### src/rtl/sfw_pkg.sv
package sfw_pkg;
  localparam logic [7:0] OP_RDSR = 8'h05;
  localparam logic [7:0] OP_WREN = 8'h06;
  localparam logic [7:0] OP_PROG = 8'h02;
  localparam int HDR_BYTES = 4;

  typedef enum logic [2:0] {
    ST_IDLE, ST_GAP, ST_CHK, ST_WREN, ST_PROG, ST_POLL
  } seq_state_t;

  // busy flag position inside the returned status byte
  function automatic logic sr_busy(input logic [7:0] sr);
    return sr[0];
  endfunction

  // header of a program frame: opcode then address, high byte first
  function automatic logic [7:0] prog_hdr(input logic [23:0] a, input logic [1:0] idx);
    case (idx)
      2'd0:    return OP_PROG;
      2'd1:    return a[23:16];
      2'd2:    return a[15:8];
      default: return a[7:0];
    endcase
  endfunction
endpackage

### src/rtl/sfw_spi_byte.sv
module sfw_spi_byte #(
  parameter int CLK_DIV = 2
) (
  input  logic       clk,
  input  logic       rst_n,
  input  logic       start,
  input  logic [7:0] tx,
  input  logic       miso,
  output logic       sck,
  output logic       mosi,
  output logic       done,
  output logic [7:0] rx
);
  localparam int DW = (CLK_DIV > 1) ? $clog2(CLK_DIV) : 1;

  logic [DW-1:0] div;
  logic [7:0]    sh;
  logic [2:0]    bitn;
  logic          act;
  logic          tick;

  assign tick = act && (div == DW'(CLK_DIV - 1));
  assign mosi = sh[7];

  always_ff @(posedge clk) begin
    if (!rst_n) begin
      div  <= '0;
      sh   <= '0;
      bitn <= '0;
      act  <= 1'b0;
      sck  <= 1'b0;
      done <= 1'b0;
      rx   <= '0;
    end else begin
      done <= 1'b0;
      if (start) begin
        act  <= 1'b1;
        sh   <= tx;
        bitn <= '0;
        div  <= '0;
        sck  <= 1'b0;
      end else if (act) begin
        div <= tick ? '0 : div + 1'b1;
        if (tick) begin
          if (!sck) begin
            sck <= 1'b1;
            rx  <= {rx[6:0], miso};
          end else begin
            sck <= 1'b0;
            if (bitn == 3'd7) begin
              act  <= 1'b0;
              done <= 1'b1;
            end else begin
              bitn <= bitn + 1'b1;
              sh   <= {sh[6:0], 1'b0};
            end
          end
        end
      end
    end
  end
endmodule

### src/rtl/sfw_gap_timer.sv
module sfw_gap_timer #(
  parameter int GAP_CLKS = 8
) (
  input  logic clk,
  input  logic rst_n,
  input  logic load,
  output logic expired
);
  localparam int GW = $clog2(GAP_CLKS + 1);

  logic [GW-1:0] cnt;

  always_ff @(posedge clk) begin
    if (!rst_n)           cnt <= '0;
    else if (load)        cnt <= GW'(GAP_CLKS);
    else if (cnt != '0)   cnt <= cnt - 1'b1;
  end

  assign expired = (cnt == '0) && !load;
endmodule

### src/rtl/sfw_sequencer.sv
module sfw_sequencer
  import sfw_pkg::*;
#(
  parameter int CLK_DIV      = 2,
  parameter int GAP_SPI_CLKS = 2,
  parameter int PAGE_BYTES   = 256
) (
  input  logic                          clk,
  input  logic                          rst_n,
  input  logic                          cmd_valid,
  input  logic                          cmd_page,
  input  logic [23:0]                   cmd_addr,
  input  logic [$clog2(PAGE_BYTES)-1:0] cmd_len,
  input  logic [7:0]                    cmd_data,
  input  logic                          dat_valid,
  input  logic [7:0]                    dat_in,
  output logic                          dat_ready,
  output logic                          busy,
  output logic                          done,
  output logic                          spi_sck,
  output logic                          spi_cs_n,
  output logic                          spi_mosi,
  input  logic                          spi_miso
);
  localparam int LEN_W    = $clog2(PAGE_BYTES);
  localparam int FIDX_W   = LEN_W + 2;
  localparam int GAP_CLKS = 2 * CLK_DIV * GAP_SPI_CLKS;

  seq_state_t        state, after_st;
  logic [FIDX_W-1:0] fidx, nidx, last_idx;
  logic [23:0]       addr_q;
  logic              page_q;
  logic [LEN_W-1:0]  len_q;
  logic [7:0]        byte_q;
  logic              waiting;
  logic              eng_start, eng_done;
  logic [7:0]        eng_tx, eng_rx;
  logic              gap_load, gap_expired;
  logic              cs_q, done_q;

  // named events for the checker
  logic cmd_accept, frame_end, dev_busy;

  function automatic logic [7:0] frame_byte(input seq_state_t st, input logic [FIDX_W-1:0] idx,
                                            input logic [23:0] a, input logic [7:0] d);
    case (st)
      ST_WREN: frame_byte = OP_WREN;
      ST_PROG: frame_byte = (idx < FIDX_W'(HDR_BYTES)) ? prog_hdr(a, idx[1:0]) : d;
      default: frame_byte = (idx == '0) ? OP_RDSR : 8'h00;
    endcase
  endfunction

  always_comb begin
    case (state)
      ST_WREN: last_idx = '0;
      ST_PROG: last_idx = page_q ? FIDX_W'(HDR_BYTES) + FIDX_W'(len_q) : FIDX_W'(HDR_BYTES);
      default: last_idx = FIDX_W'(1);
    endcase
  end

  assign busy       = (state != ST_IDLE);
  assign cmd_accept = cmd_valid && (state == ST_IDLE);
  assign frame_end  = eng_done && (fidx == last_idx);
  assign dev_busy   = sr_busy(eng_rx);
  assign nidx       = fidx + 1'b1;
  assign dat_ready  = (state == ST_PROG) && waiting;
  assign spi_cs_n   = cs_q;
  assign done       = done_q;

  always_ff @(posedge clk) begin
    if (!rst_n) begin
      state     <= ST_IDLE;
      after_st  <= ST_CHK;
      fidx      <= '0;
      addr_q    <= '0;
      page_q    <= 1'b0;
      len_q     <= '0;
      byte_q    <= '0;
      waiting   <= 1'b0;
      eng_start <= 1'b0;
      eng_tx    <= '0;
      gap_load  <= 1'b0;
      cs_q      <= 1'b1;
      done_q    <= 1'b0;
    end else begin
      eng_start <= 1'b0;
      gap_load  <= 1'b0;
      done_q    <= 1'b0;
      case (state)
        ST_IDLE: begin
          if (cmd_accept) begin
            addr_q   <= cmd_addr;
            page_q   <= cmd_page;
            len_q    <= cmd_len;
            byte_q   <= cmd_data;
            after_st <= ST_CHK;
            gap_load <= 1'b1;
            state    <= ST_GAP;
          end
        end
        ST_GAP: begin
          if (gap_expired) begin
            state     <= after_st;
            cs_q      <= 1'b0;
            fidx      <= '0;
            eng_start <= 1'b1;
            eng_tx    <= frame_byte(after_st, '0, addr_q, byte_q);
          end
        end
        default: begin
          if (waiting && dat_valid) begin
            waiting   <= 1'b0;
            eng_start <= 1'b1;
            eng_tx    <= dat_in;
          end
          if (eng_done) begin
            if (frame_end) begin
              cs_q     <= 1'b1;
              gap_load <= 1'b1;
              state    <= ST_GAP;
              case (state)
                ST_CHK:  after_st <= dev_busy ? ST_CHK : ST_WREN;
                ST_WREN: after_st <= ST_PROG;
                ST_PROG: after_st <= ST_POLL;
                default: begin
                  if (dev_busy) after_st <= ST_POLL;
                  else begin
                    state  <= ST_IDLE;
                    done_q <= 1'b1;
                  end
                end
              endcase
            end else begin
              fidx <= nidx;
              if (state == ST_PROG && page_q && nidx >= FIDX_W'(HDR_BYTES)) begin
                waiting <= 1'b1;
              end else begin
                eng_start <= 1'b1;
                eng_tx    <= frame_byte(state, nidx, addr_q, byte_q);
              end
            end
          end
        end
      endcase
    end
  end

  sfw_spi_byte #(.CLK_DIV(CLK_DIV)) u_byte (
    .clk   (clk),
    .rst_n (rst_n),
    .start (eng_start),
    .tx    (eng_tx),
    .miso  (spi_miso),
    .sck   (spi_sck),
    .mosi  (spi_mosi),
    .done  (eng_done),
    .rx    (eng_rx)
  );

  sfw_gap_timer #(.GAP_CLKS(GAP_CLKS)) u_gap (
    .clk     (clk),
    .rst_n   (rst_n),
    .load    (gap_load),
    .expired (gap_expired)
  );
endmodule

### config.mk
export PLATFORM = sky130hd
export DESIGN_NAME = sfw_sequencer
export DESIGN_NICKNAME = d
export VERILOG_FILES = /design/src/rtl/sfw_pkg.sv /design/src/rtl/sfw_spi_byte.sv /design/src/rtl/sfw_gap_timer.sv /design/src/rtl/sfw_sequencer.sv
export SDC_FILE = /design/constraint.sdc
export NUM_CORES = 1
export LEC_CHECK = 0
export CORE_AREA = 2 2 94 96
export CTS_BUF_LIST = sky130_fd_sc_hd__clkbuf_2
export DETAILED_ROUTE_END_ITERATION = 6
export DIE_AREA = 0 0 96 98
export DONT_BUFFER_PORTS = 1
export PLACE_DENSITY = 0.74
export REMOVE_ABC_BUFFERS = 1
export SLEW_MARGIN = 10
export SYNTH_ARGS = -nofsm -noshare
export SYNTH_HDL_FRONTEND = slang
export SYNTH_SLANG_ARGS = --single-unit
### constraint.sdc
create_clock -name clk -period 2.4 [get_ports clk]
set_input_delay 0.24 -clock clk [delete_from_list [all_inputs] [get_ports clk]]
set_output_delay 0.24 -clock clk [all_outputs]
set_load 0.02 [all_outputs]
Word-level counts from Yosys, hierarchy flattened
Cells that the tools add are included.
{"block": "word_totals", "reg_bits": 90, "input_bits": 54, "out_inout_bits": 6, "wordCells": 160}
{"block": "classes", "n_addsub": 5, "magnitude_cmp": 2, "eq_ne": 14, "n_mux": 65, "n_bitwise": 10, "reduce_logical": 42}
{"operator": "$mux W8", "count": 11}
{"operator": "$pmux W8 S2", "count": 2}
{"operator": "$mux W10", "count": 3}
{"operator": "$mux W1", "count": 27}
{"operator": "$mux W3", "count": 9}
{"operator": "$pmux W8 S3", "count": 1}
{"operator": "$reduce_and A4 Y1", "count": 6}
{"operator": "$pmux W10 S2", "count": 1}
{"operator": "$pmux W3 S2", "count": 3}
{"operator": "$pmux W9 S2", "count": 1}
{"operator": "$reduce_bool A2 Y1", "count": 8}
{"operator": "$add A10 B1 Y10 const B", "count": 1}
{"operator": "$eq A10 B10 Y1", "count": 1}
{"operator": "$ge A10 B3 Y1 const B", "count": 1}
{"operator": "$logic_not A10 Y1", "count": 1}
{"operator": "$lt A10 B3 Y1 const B", "count": 1}
{"operator": "$not A1 Y1", "count": 10}
{"operator": "$add A3 B8 Y9 const A", "count": 1}
{"operator": "$eq A3 B2 Y1 const B", "count": 3}
{"operator": "$eq A3 B3 Y1 const B", "count": 3}
{"operator": "$mux W9", "count": 1}
{"operator": "$pmux W3 S3", "count": 1}
{"operator": "$reduce_bool A3 Y1", "count": 3}
{"operator": "$logic_and A1 B1 Y1", "count": 8}
{"operator": "22 further kinds", "count": 31}

Depth between registers and ports, before layout
Gate-level depths: netlist (run 1).
{"block": "logic_depth", "ltp_word": 9, "ltp_mapped": 11, "depth_no_buf": 9}

Cells and area by module
From an unflattened synthesis (run 1), not the netlist that was laid out.
{"block": "hier_totals", "hier_cells": 620, "area_unflattened_um2": 5231.3}
{"module": "sfw_sequencer", "instances": 1, "cells_per_inst": 504, "area_each_um2": 4070.2, "seq_area_each_um2": 1401.3}
{"module": "sfw_spi_byte", "instances": 1, "cells_per_inst": 93, "area_each_um2": 952.2, "seq_area_each_um2": 460.4}
{"module": "sfw_gap_timer", "instances": 1, "cells_per_inst": 23, "area_each_um2": 209.0, "seq_area_each_um2": 80.1}

Worst setup path before layout (run 1)
OpenSTA, ideal clock, no wires.
{"block": "synth_path", "kind": "reg2reg", "from": "register len_q[2]", "to": "register eng_tx[2]", "setup_ns": 0.127, "arrival_time_ns": 2.392, "required_time_ns": 2.273, "slack_ns": -0.119, "stages_incl_launch_ff": 10, "n_path_buf": 0, "synth_period_minus_slack_ns": 2.519, "path_cell_list": "dfxtp_1 > ha_1 > and3_1 > a2111oi_0 > nor2_1 > a211oi_1 > a221oi_4 > or2b_4 > and3_1 > or3_1"}
{"block": "synth_via", "elab_chain_len": 8}
{"item": "start: declaration", "line_no": "sfw_sequencer.sv:33", "source": "logic [LEN_W-1:0] len_q;"}
{"item": "start signal: assignment", "line_no": "sfw_sequencer.sv:94", "source": "len_q <= cmd_len;"}
{"item": "$add A3 B8 Y9", "line_no": "sfw_sequencer.sv:56", "source": "ST_PROG: last_idx = page_q ? FIDX_W'(HDR_BYTES) + FIDX_W'(len_q) : FIDX_W'(HDR_BYTES);"}
{"item": "$mux W9", "line_no": "sfw_sequencer.sv:56"}
{"item": "$pmux W9 S2", "line_no": "sfw_sequencer.sv:54", "source": "case (state)"}
{"item": "$eq A10 B10 Y1", "line_no": "sfw_sequencer.sv:63", "source": "assign frame_end = eng_done && (fidx == last_idx);"}
{"item": "$logic_and A1 B1 Y1", "line_no": "sfw_sequencer.sv:63"}
{"item": "$mux W8", "line_no": "sfw_sequencer.sv:117", "source": "if (frame_end) begin"}
{"item": "$mux W8", "line_no": "sfw_sequencer.sv:116", "source": "if (eng_done) begin"}
{"item": "$pmux W8 S2", "line_no": "sfw_sequencer.sv:89", "source": "case (state)"}
{"item": "end signal: assignment", "line_no": "sfw_sequencer.sv:107", "source": "eng_tx <= frame_byte(after_st, '0, addr_q, byte_q);"}
{"item": "end signal: assignment", "line_no": "sfw_sequencer.sv:114", "source": "eng_tx <= dat_in;"}
{"item": "end signal: assignment", "line_no": "sfw_sequencer.sv:139", "source": "eng_tx <= frame_byte(state, nidx, addr_q, byte_q);"}
{"item": "end: declaration", "line_no": "sfw_sequencer.sv:37", "source": "logic [7:0] eng_tx, eng_rx;"}
No other way between the ends.
A chain may end at the register's enable or synchronous reset.

Final worst setup path (run 1)
{"block": "layout_path", "from": "register len_q[3]", "to": "register eng_tx[2]"}
The elaborated chain is that of the path after synthesis.

==> results.cfg, run 1 <==
[yosys]
synthCells = 601
yosys_warnings = 0
synth-edff-count = 0
ys_seq_elements = 90
synth_cell_types = 71
syn_area_um2 = 4870
syn-mean-instance-area_um2 = 8.11
ys_seq_area_share_pct = 37.0
async_flop_share_pct = 0
ys.flop_type = dfxtp_1

[global_route]
grt-ovfl-total = 0
grt_pass1_vias = 4512
grt_use_total_pct = 27.4
grt_start_max_net_pins = 74
grt_pass1_wl_um = 20600
antenna_found_initial = 0

[cells_and_area]
drive_above_1_share_pct = 17.4
nNetsFinal = 743
fill_cells = 631
syn2layout_area_growth_pct = 25.4
n_antenna_cell = 0

[cts]
clockBufferDepth = 2
numCtsBuffers = 9
htreeDepth = 3
root_buffer = clkbuf_2
cts_tree = yes
clock-sinks = 90
clk_pin_slew_ps = 280
insertion_delay_ps = 550

[timing]
final.period_utilization_pct = 110
setup_viol = 27
final-max-slew-violation-count = 0
clock.fmax_ghz = 0.380
tightest_slew_ps = 546
skew_ps = 37.7
hold_viol = 0
rsz0062_at_grt = true
worst_slack_ps = -229
slew_headroom_pct = 63.6
fin_crit_ps = 2630

[floorplanning]
num_io_pins = 60
fp.dieH_um = 98
coreArea_um2 = 8470
die_w_um = 96
start_util_pct = 57.6
dieArea_um2 = 9410
rows = 34

[drt]
dr.pass1.iters = 5
totalWireLength_um = 12700
vias = 4645
via_per_inst = 5.86
wl_per_cell_um = 16.1
initialDrtViolationCount = 213
ant_nets = 0
drc = 0

[place]
pre_cts_slack_ps = -268
dpl.hpwl_um = 8210
portBuffers = 0
place.gp.congestion = 0.850

[run]
maxCapViolCount = 0

[pwr]
peakVddDrop_v = 0.000535
leakagePower_nw = 2.37
p_total_mw = 3.97
power_density_nw_per_um2 = 649

[status]
outcome = complete, but fails checks
violations = negative setup slack

[worst_setup_path]
worstSetupPathType = flop to flop
startpoint_type = flop
ff2ff_setup_slack_ps = -230
worstSetupEndpointType = flop
crit_arrival_ps = 3070
cp_max_fo = 7
cp.required_ps = 2840

[hold_path]
min_path_type = primary input to flop
## metrics by stage
stage / utilization [%] / hold WS (ps) / instances / cell area [um^2] / setup TNS, ps
after CTS: 70.5 / 1.14 / 786 / 5970 / -2300
final: 72.2 / 34.3 / 792 / 6110 / -2690
after global placement: 62.1 / 335 / 720 / 5260 / -818
after detailed placement: 62.1 / 343 / 720 / 5260 / -2810
after global routing: 72.2 / 13.5 / 792 / 6110 / -5200
after floorplan: - / 320 / 555 / 4670 / -2910
## cell families after synthesis
group / count (synthesis) / share of synthesized area, %
compound gates: 158 / 24.0
xor+xnor: 13 / 2.62
fa+ha+maj: 10 / 2.57
buf+inv: 58 / 5.11
flops: 90 / 37.0
mux: 18 / 3.75
simple gates: 254 / 25.0
## cells in the mapped netlist (4+ instances only)
master	count	area [um^2]
nor3_1	8	40.0
xnor2_1	6	52.6
nor2_1	31	116
o211ai_1	9	67.6
o21a_1	8	60.1
a21oi_1	22	110
xor2_1	6	52.6
o31ai_1	7	52.6
nand2_1	128	480
o21ai_0	20	100
buf_2	7	35.0
mux2i_1	16	160
a221o_1	5	50.1
dfxtp_1	90	1800
nor3b_1	4	30.0
nand3_1	18	90.1
and3_1	6	37.5
inv_1	12	45.0
nor2b_1	9	56.3
and2_1	15	93.8
nand2b_1	6	37.5
a22oi_1	8	60.1
clkbuf_1	33	124
a211oi_1	4	30.0
a221oi_1	5	43.8
a21boi_0	42	315
ha_1	10	125
## placed cells by master (no fill, tap or decap), drive strengths merged, types with 7 or more instances in the layout
master	netlist	layout
a21boi	43	43
a21oi	22	22
a22oi	8	8
and2	15	15
and3	7	7
buf	13	67
clkbuf	33	9
dfxtp	90	90
dlygate4sd3	0	45
ha	10	10
inv	12	15
mux2i	16	16
nand2	128	128
nand3	18	18
nor2	32	32
nor2b	9	9
nor3	9	9
o211ai	9	9
o21a	8	8
o21ai	24	24
o31ai	7	7
## final timing paths
path / startpoint / to / depth (start not counted)
setup / recovery: len_q[3] / eng_tx[2] / 9
hold / removal: dat_in[0] / eng_tx[0] / 3
setup reg to reg: len_q[3] / eng_tx[2] / 9
hold reg to reg: addr_q[18] / addr_q[18] / 2
## flip-flops by register name, summed over array words and instances (netlist names), 3 cells and up
register and flops:
byte_q 8, eng_tx 8, len_q 8, fidx 10, u_byte.bitn 3, u_byte.sh 8, u_gap.cnt 4, state 3
after_st 3, addr_q 24
## power by group
part | internal, mW | switching (mW)
Sequential | 1.70 | 0.178
Combinational | 0.529 | 0.701
Clock | 0.274 | 0.587
## final cells by class
class,instances,area [um^2],area share [%]
multi-input combinational,454,2940,48.0
sequential,90,1810,29.6
timing repair buffer,112,1050,17.1
inverter,12,45.0,0.737
clock buffer,9,45.0,0.737
clock inverter,7,95.1,1.56
tap,108,135,2.21
## timing repair
action,4_1_cts,5_1_grt
endpoints found under the hold margin,79,0
pin swaps,9,14
gates resized for setup,18,25
hold buffers,46,0
setup buffers,3,6
endpoints found under the setup margin,24,28
gates cloned,1,0
## metal layers
metal / up-vias / track usage, % / part of all wire, %
met5: - / 0 / 0
met4: 0 / 9.78 / 2.7
met3: 33 / 5.79 / 5.0
met2: 142 / 46.4 / 49
met1: 2204 / 33.9 / 43
li1: 2266 / - / -
## worst max-delay path, cell delays in order, from the launching register on
cell and delay [ps]:
dfxtp_2 410, buf_6 110, and3_4 170, or3b_1 370
a311oi_2 240, o21ai_2 150, a221oi_4 440, or2b_4 260
nor3_2 60, or3_1 310
Power figures use the tool's default switching activity.
==> inputs of run 2 (changes only) <==
- CORE_AREA: 2 2 94 96 -> 2 2 131 133
- DIE_AREA: 0 0 96 98 -> 0 0 133 135
- PLACE_DENSITY: 0.74 -> 0.42
==> run 2 against run 1 <==
The run still ends with negative setup slack left; count of clock-buffer cells in the layout grew 1; critical path type unchanged; combinational power rose by 3%; global-route usage shrank 11 points; critical path depth is 1 higher; routed wire length is 7.4% higher; setup slack improved by 84 ps; utilization decreased by 33 points; maximum frequency grew 3.3%.
==> results.cfg, run 2 (synthesized netlist as in run 1, its figures left out) <==
[timing]
worst_slack_ps = -145
final-max-slew-violation-count = 0
fin_crit_ps = 2540
tightest_slew_ps = 530
final.period_utilization_pct = 106
skew_ps = 28.7
clock.fmax_ghz = 0.393
setup_viol = 17
rsz0062_at_grt = true
slew_headroom_pct = 64.6
hold_viol = 0

[global_route]
antenna_found_initial = 0
grt_start_max_net_pins = 76
grt-ovfl-total = 0
grt_pass1_wl_um = 23000
grt_use_total_pct = 16.1
grt_pass1_vias = 4375

[worst_setup_path]
cp.required_ps = 2920
worstSetupPathType = flop to flop
cp_cell_sequence = buf_4 -> or3b_1 -> nor3b_1 -> nor3_1 -> nand4_1 -> buf_4 -> a221oi_4 -> or2b_4 -> and3_1 -> or3_1
crit_arrival_ps = 3060
worstSetupEndpointType = flop
startpoint_type = flop
critPathMaxStageDelay_ps = 430
cp_max_fo = 9
worstRegToRegCells = 10
crit_top_cell = buf_4
slowest_stage = or3b_1

[floorplanning]
fp.dieH_um = 135
rows = 47
start_util_pct = 29.7
die_w_um = 133
num_io_pins = 60
dieArea_um2 = 18000
coreArea_um2 = 16400

[drt]
via_per_inst = 4.86
dr.pass1.iters = 7
vias = 4461
wl_per_cell_um = 14.9
ant_nets = 0
totalWireLength_um = 13700
initialDrtViolationCount = 250
drc = 0

[cells_and_area]
top_register = addr_q
syn2layout_area_growth_pct = 30.5
largest_reg_flops = 24
final_cell_mix = nand2_1, dfxtp_1, buf_4
n_antenna_cell = 0
final_cell_area_um2 = 6360
multi_input_area_um2 = 2990
drive_above_1_share_pct = 19.1
reg.largest.list = addr_q x24, fidx x10
layout_commonest_cell = nand2_1
final_core_util_pct = 38.7
seq_area_um2 = 1810
nNetsFinal = 757
fill_cells = 1696
instances_no_fill = 918

[cts]
root_buffer = clkbuf_2
clock-sinks = 90
htreeDepth = 3
insertion_delay_ps = 610
clk_pin_slew_ps = 260
cts_tree = yes
numCtsBuffers = 9
clockBufferDepth = 2

[place]
dpl.hpwl_um = 9630
dp_cells = 840
place.gp.congestion = 0.803
portBuffers = 0
place_area_um2 = 5460

[pwr]
power_density_nw_per_um2 = 601
leakagePower_nw = 2.45
peakVddDrop_v = 0.000364

[status]
violations = negative setup slack
outcome = complete, but fails checks

[hold_path]
min_path_type = primary input to flop
worst_hold_path.num_cells = 2

[run]
maxCapViolCount = 0
run 2: changes by cell type in the layout (fill, tap and decap cells not counted), moves of 3 or more:
cell,before,now
buf_4,51,63
dlygate4sd3_1,45,51
buf_6,13,9
clkinv_2,0,3
nor4_1,3,0
run 2: critical path, delay by kind of cell, from the launching register on:
| kind | cells | cell delay [ps] |
|---|---|---|
| simple gates | 7 | 1640 |
| flops | 1 | 410 |
| buf+inv | 2 | 310 |
| compound gates | 1 | 90 |
run 2: path summary, 6_finish.rpt:
check             startpoint   endpoint  slack (ps)
hold reg to reg    addr_q[0]  addr_q[0]         480
hold / removal         rst_n  eng_tx[1]          60
setup reg to reg    state[0]  eng_tx[2]        -140
setup / recovery    state[0]  eng_tx[2]        -140
run 2: power breakdown:
group,leakage [nW],internal (mW),switching [mW]
sequential,0.736,1.69,0.172
clock,0.0609,0.133,0.555
combinational,1.65,0.548,0.720
total,2.45,2.37,1.45
run 2: what timing repair did:
action	in CTS	in global routing
pin swaps	11	17
cloned	1	0
setup buffers	8	1
hold buffers	52	0
gates resized for setup	28	24
endpoints found under the hold margin	90	0
setup endpoints to repair	25	29
run 2: area by class of cell:
cell class | count | area share, %
multi-input combinational | 454 | 47.1
sequential | 90 | 28.5
timing repair buffer | 126 | 18.1
tap | 220 | 4.33
clock buffer | 10 | 0.787
inverter | 12 | 0.709
clock inverter | 6 | 0.492
run 2: per-stage QoR:
step / power [mW] / TNS [ps] / hold WS (ps) / setup WS, ps
after floorplan: 2.60 / -2910 / 320 / -475
after global placement: 2.97 / -1940 / 343 / -173
after detailed placement: 3.00 / -2930 / 355 / -259
after CTS: 3.85 / -1360 / 0.879 / -115
after global routing: 4.13 / -5260 / 52.3 / -298
final: 3.82 / -1110 / 59.8 / -145
run 2: per-layer routing:
metal | GRT usage, % | up-vias | part of all wire [%] | routed length (um)
met5 | 0 | - | 0 | 0
met4 | 3.94 | 0 | 1.0 | 140
met3 | 3.42 | 9 | 3.3 | 451
met2 | 25.4 | 70 | 45 | 6200
met1 | 22.3 | 2091 | 50 | 6890
li1 | - | 2291 | - | -
==> inputs of run 3 (changes only) <==
- PLACE_DENSITY: 0.42 -> 0.4
- clock period: 2.4 -> 3.2 ns (I/O delays scaled with it)
==> run 3 against run 2 <==
The run now ends clean; count of clock-buffer cells in the layout down 1; critical endpoint unchanged; critical path depth down 2; clock skew up 3.8 ps; routed wire length down 1.8%; register-to-register slack better by 450 ps; cell count down 7.3%.
==> results.cfg, run 3 (synthesized netlist as in run 1, its figures left out) <==
[status]
outcome = completed

[floorplanning]
dieArea_um2 = 18000
die_w_um = 133
fp.dieH_um = 135
rows = 47
coreArea_um2 = 16400
start_util_pct = 29.7
num_io_pins = 60

[timing]
skew_ps = 32.5
worst_slack_ps = 303
hold_viol = 0
final-max-slew-violation-count = 0
setup_viol = 0
clock.fmax_ghz = 0.345
fin_crit_ps = 2900
setup_tns_ps = 0
slew_headroom_pct = 53.8
rsz0062_at_grt = false
final.period_utilization_pct = 90.5
hold_ws_ps = 62.7
tightest_slew_ps = 690

[pwr]
seqPwrFrac_pct = 49.9
p_sw_mw = 1.08
peakVddDrop_v = 0.000162
swShare_pct = 37.8
leakagePower_nw = 2.05
p_int_mw = 1.78
pwr-share-comb_pct = 28.1
pwr-share-clk_pct = 22.0
p_total_mw = 2.85
power_density_nw_per_um2 = 506

[cells_and_area]
syn2layout_area_growth_pct = 15.7
drive_above_1_share_pct = 6.98
fill_cells = 1747
final_core_util_pct = 34.4
instances_no_fill = 851
top_register = addr_q
largest_reg_flops = 24
nNetsFinal = 690
reg.largest.list = addr_q x24, fidx x10
layout_commonest_cell = nand2_1
final_cell_mix = nand2_1, dfxtp_1, dlygate4sd3_1
final_cell_area_um2 = 5640

[worst_setup_path]
crit_arrival_ps = 3400
cp_max_fo = 15
worstSetupPathType = flop to flop
startpoint_type = flop
worstSetupEndpointType = flop
worstRegToRegCells = 8
cp.required_ps = 3710

[cts]
post-cts-setup-buffers = 0
insertion_delay_ps = 610
numCtsBuffers = 9
cts_tree = yes
clock-sinks = 90
htreeDepth = 3
cts-resized-gates = 0
root_buffer = clkbuf_2
clk_pin_slew_ps = 260
clockBufferDepth = 2

[drt]
via_per_inst = 4.98
initialDrtViolationCount = 238
wl_per_cell_um = 15.8
dr.pass1.iters = 4
totalWireLength_um = 13400
vias = 4239
drc = 0
ant_nets = 0

[place]
portBuffers = 0
place_area_um2 = 5060
dpl.hpwl_um = 9430
pre_cts_slack_ps = 374
dp_cells = 790
place.gp.congestion = 0.783

[hold_path]
min_path_type = primary input to flop
worst_hold_path.num_cells = 3

[global_route]
grt_pass1_vias = 3889
antenna_found_initial = 1
grt_pass1_wl_um = 21300
grt_use_total_pct = 15.2
grt_start_max_net_pins = 74
grt-ovfl-total = 0

[run]
maxCapViolCount = 0
-- run 3: power by group through the flow --
| stage | sequential (mW) | clock [mW] | combinational (mW) |
|---|---|---|---|
| 3_5_place_dp | 1.45 | 0 | 0.755 |
| 3_3_place_gp | 1.44 | 0 | 0.741 |
| 2_1_floorplan | 1.40 | 0 | 0.546 |
| 4_1_cts | 1.42 | 0.653 | 0.820 |
| 6_report | 1.42 | 0.628 | 0.803 |
| 5_1_grt | 1.45 | 0.694 | 0.918 |
-- run 3: layer usage --
metal / routed length, um / global-route usage [%] / share of wire (%)
met1: 6980 / 21.9 / 52
met2: 5630 / 22.9 / 42
met3: 703 / 3.34 / 5.2
met4: 133 / 3.94 / 0.99
met5: 0 / 0 / 0
-- run 3: path summary, 6_finish.rpt --
| kind | start | to | slack (ps) |
|---|---|---|---|
| max | state[1] | eng_tx[2] | 300 |
| min | dat_in[0] | eng_tx[0] | 60 |
| max reg2reg | state[1] | eng_tx[2] | 300 |
| min reg2reg | addr_q[5] | addr_q[5] | 480 |
-- run 3: critical path, stage by stage, from the launching register on --
cell and delay (ps):
dfxtp_1 690, or3b_1 430, nor3b_1 90, nor3_1 150, nand4_1 250, a221oi_4 510
or2b_4 290, nor3_1 80, or3_1 310
-- run 3: layout make-up --
cell class                 count  area (um^2)  share of cell area [%]
multi-input combinational    453         2820                    50.0
sequential                    90         1800                    32.0
timing repair buffer          60          581                    10.3
tap                          220          275                    4.88
clock inverter                 6         67.6                    1.20
clock buffer                   9         45.0                   0.799
inverter                      12         45.0                   0.799
antenna                        1         2.50                  0.0444
-- run 3: timing repair --
action | CTS | global route
endpoints found under the hold margin | 78 | 0
setup endpoints to repair | 0 | 0
hold buffers | 45 | 0
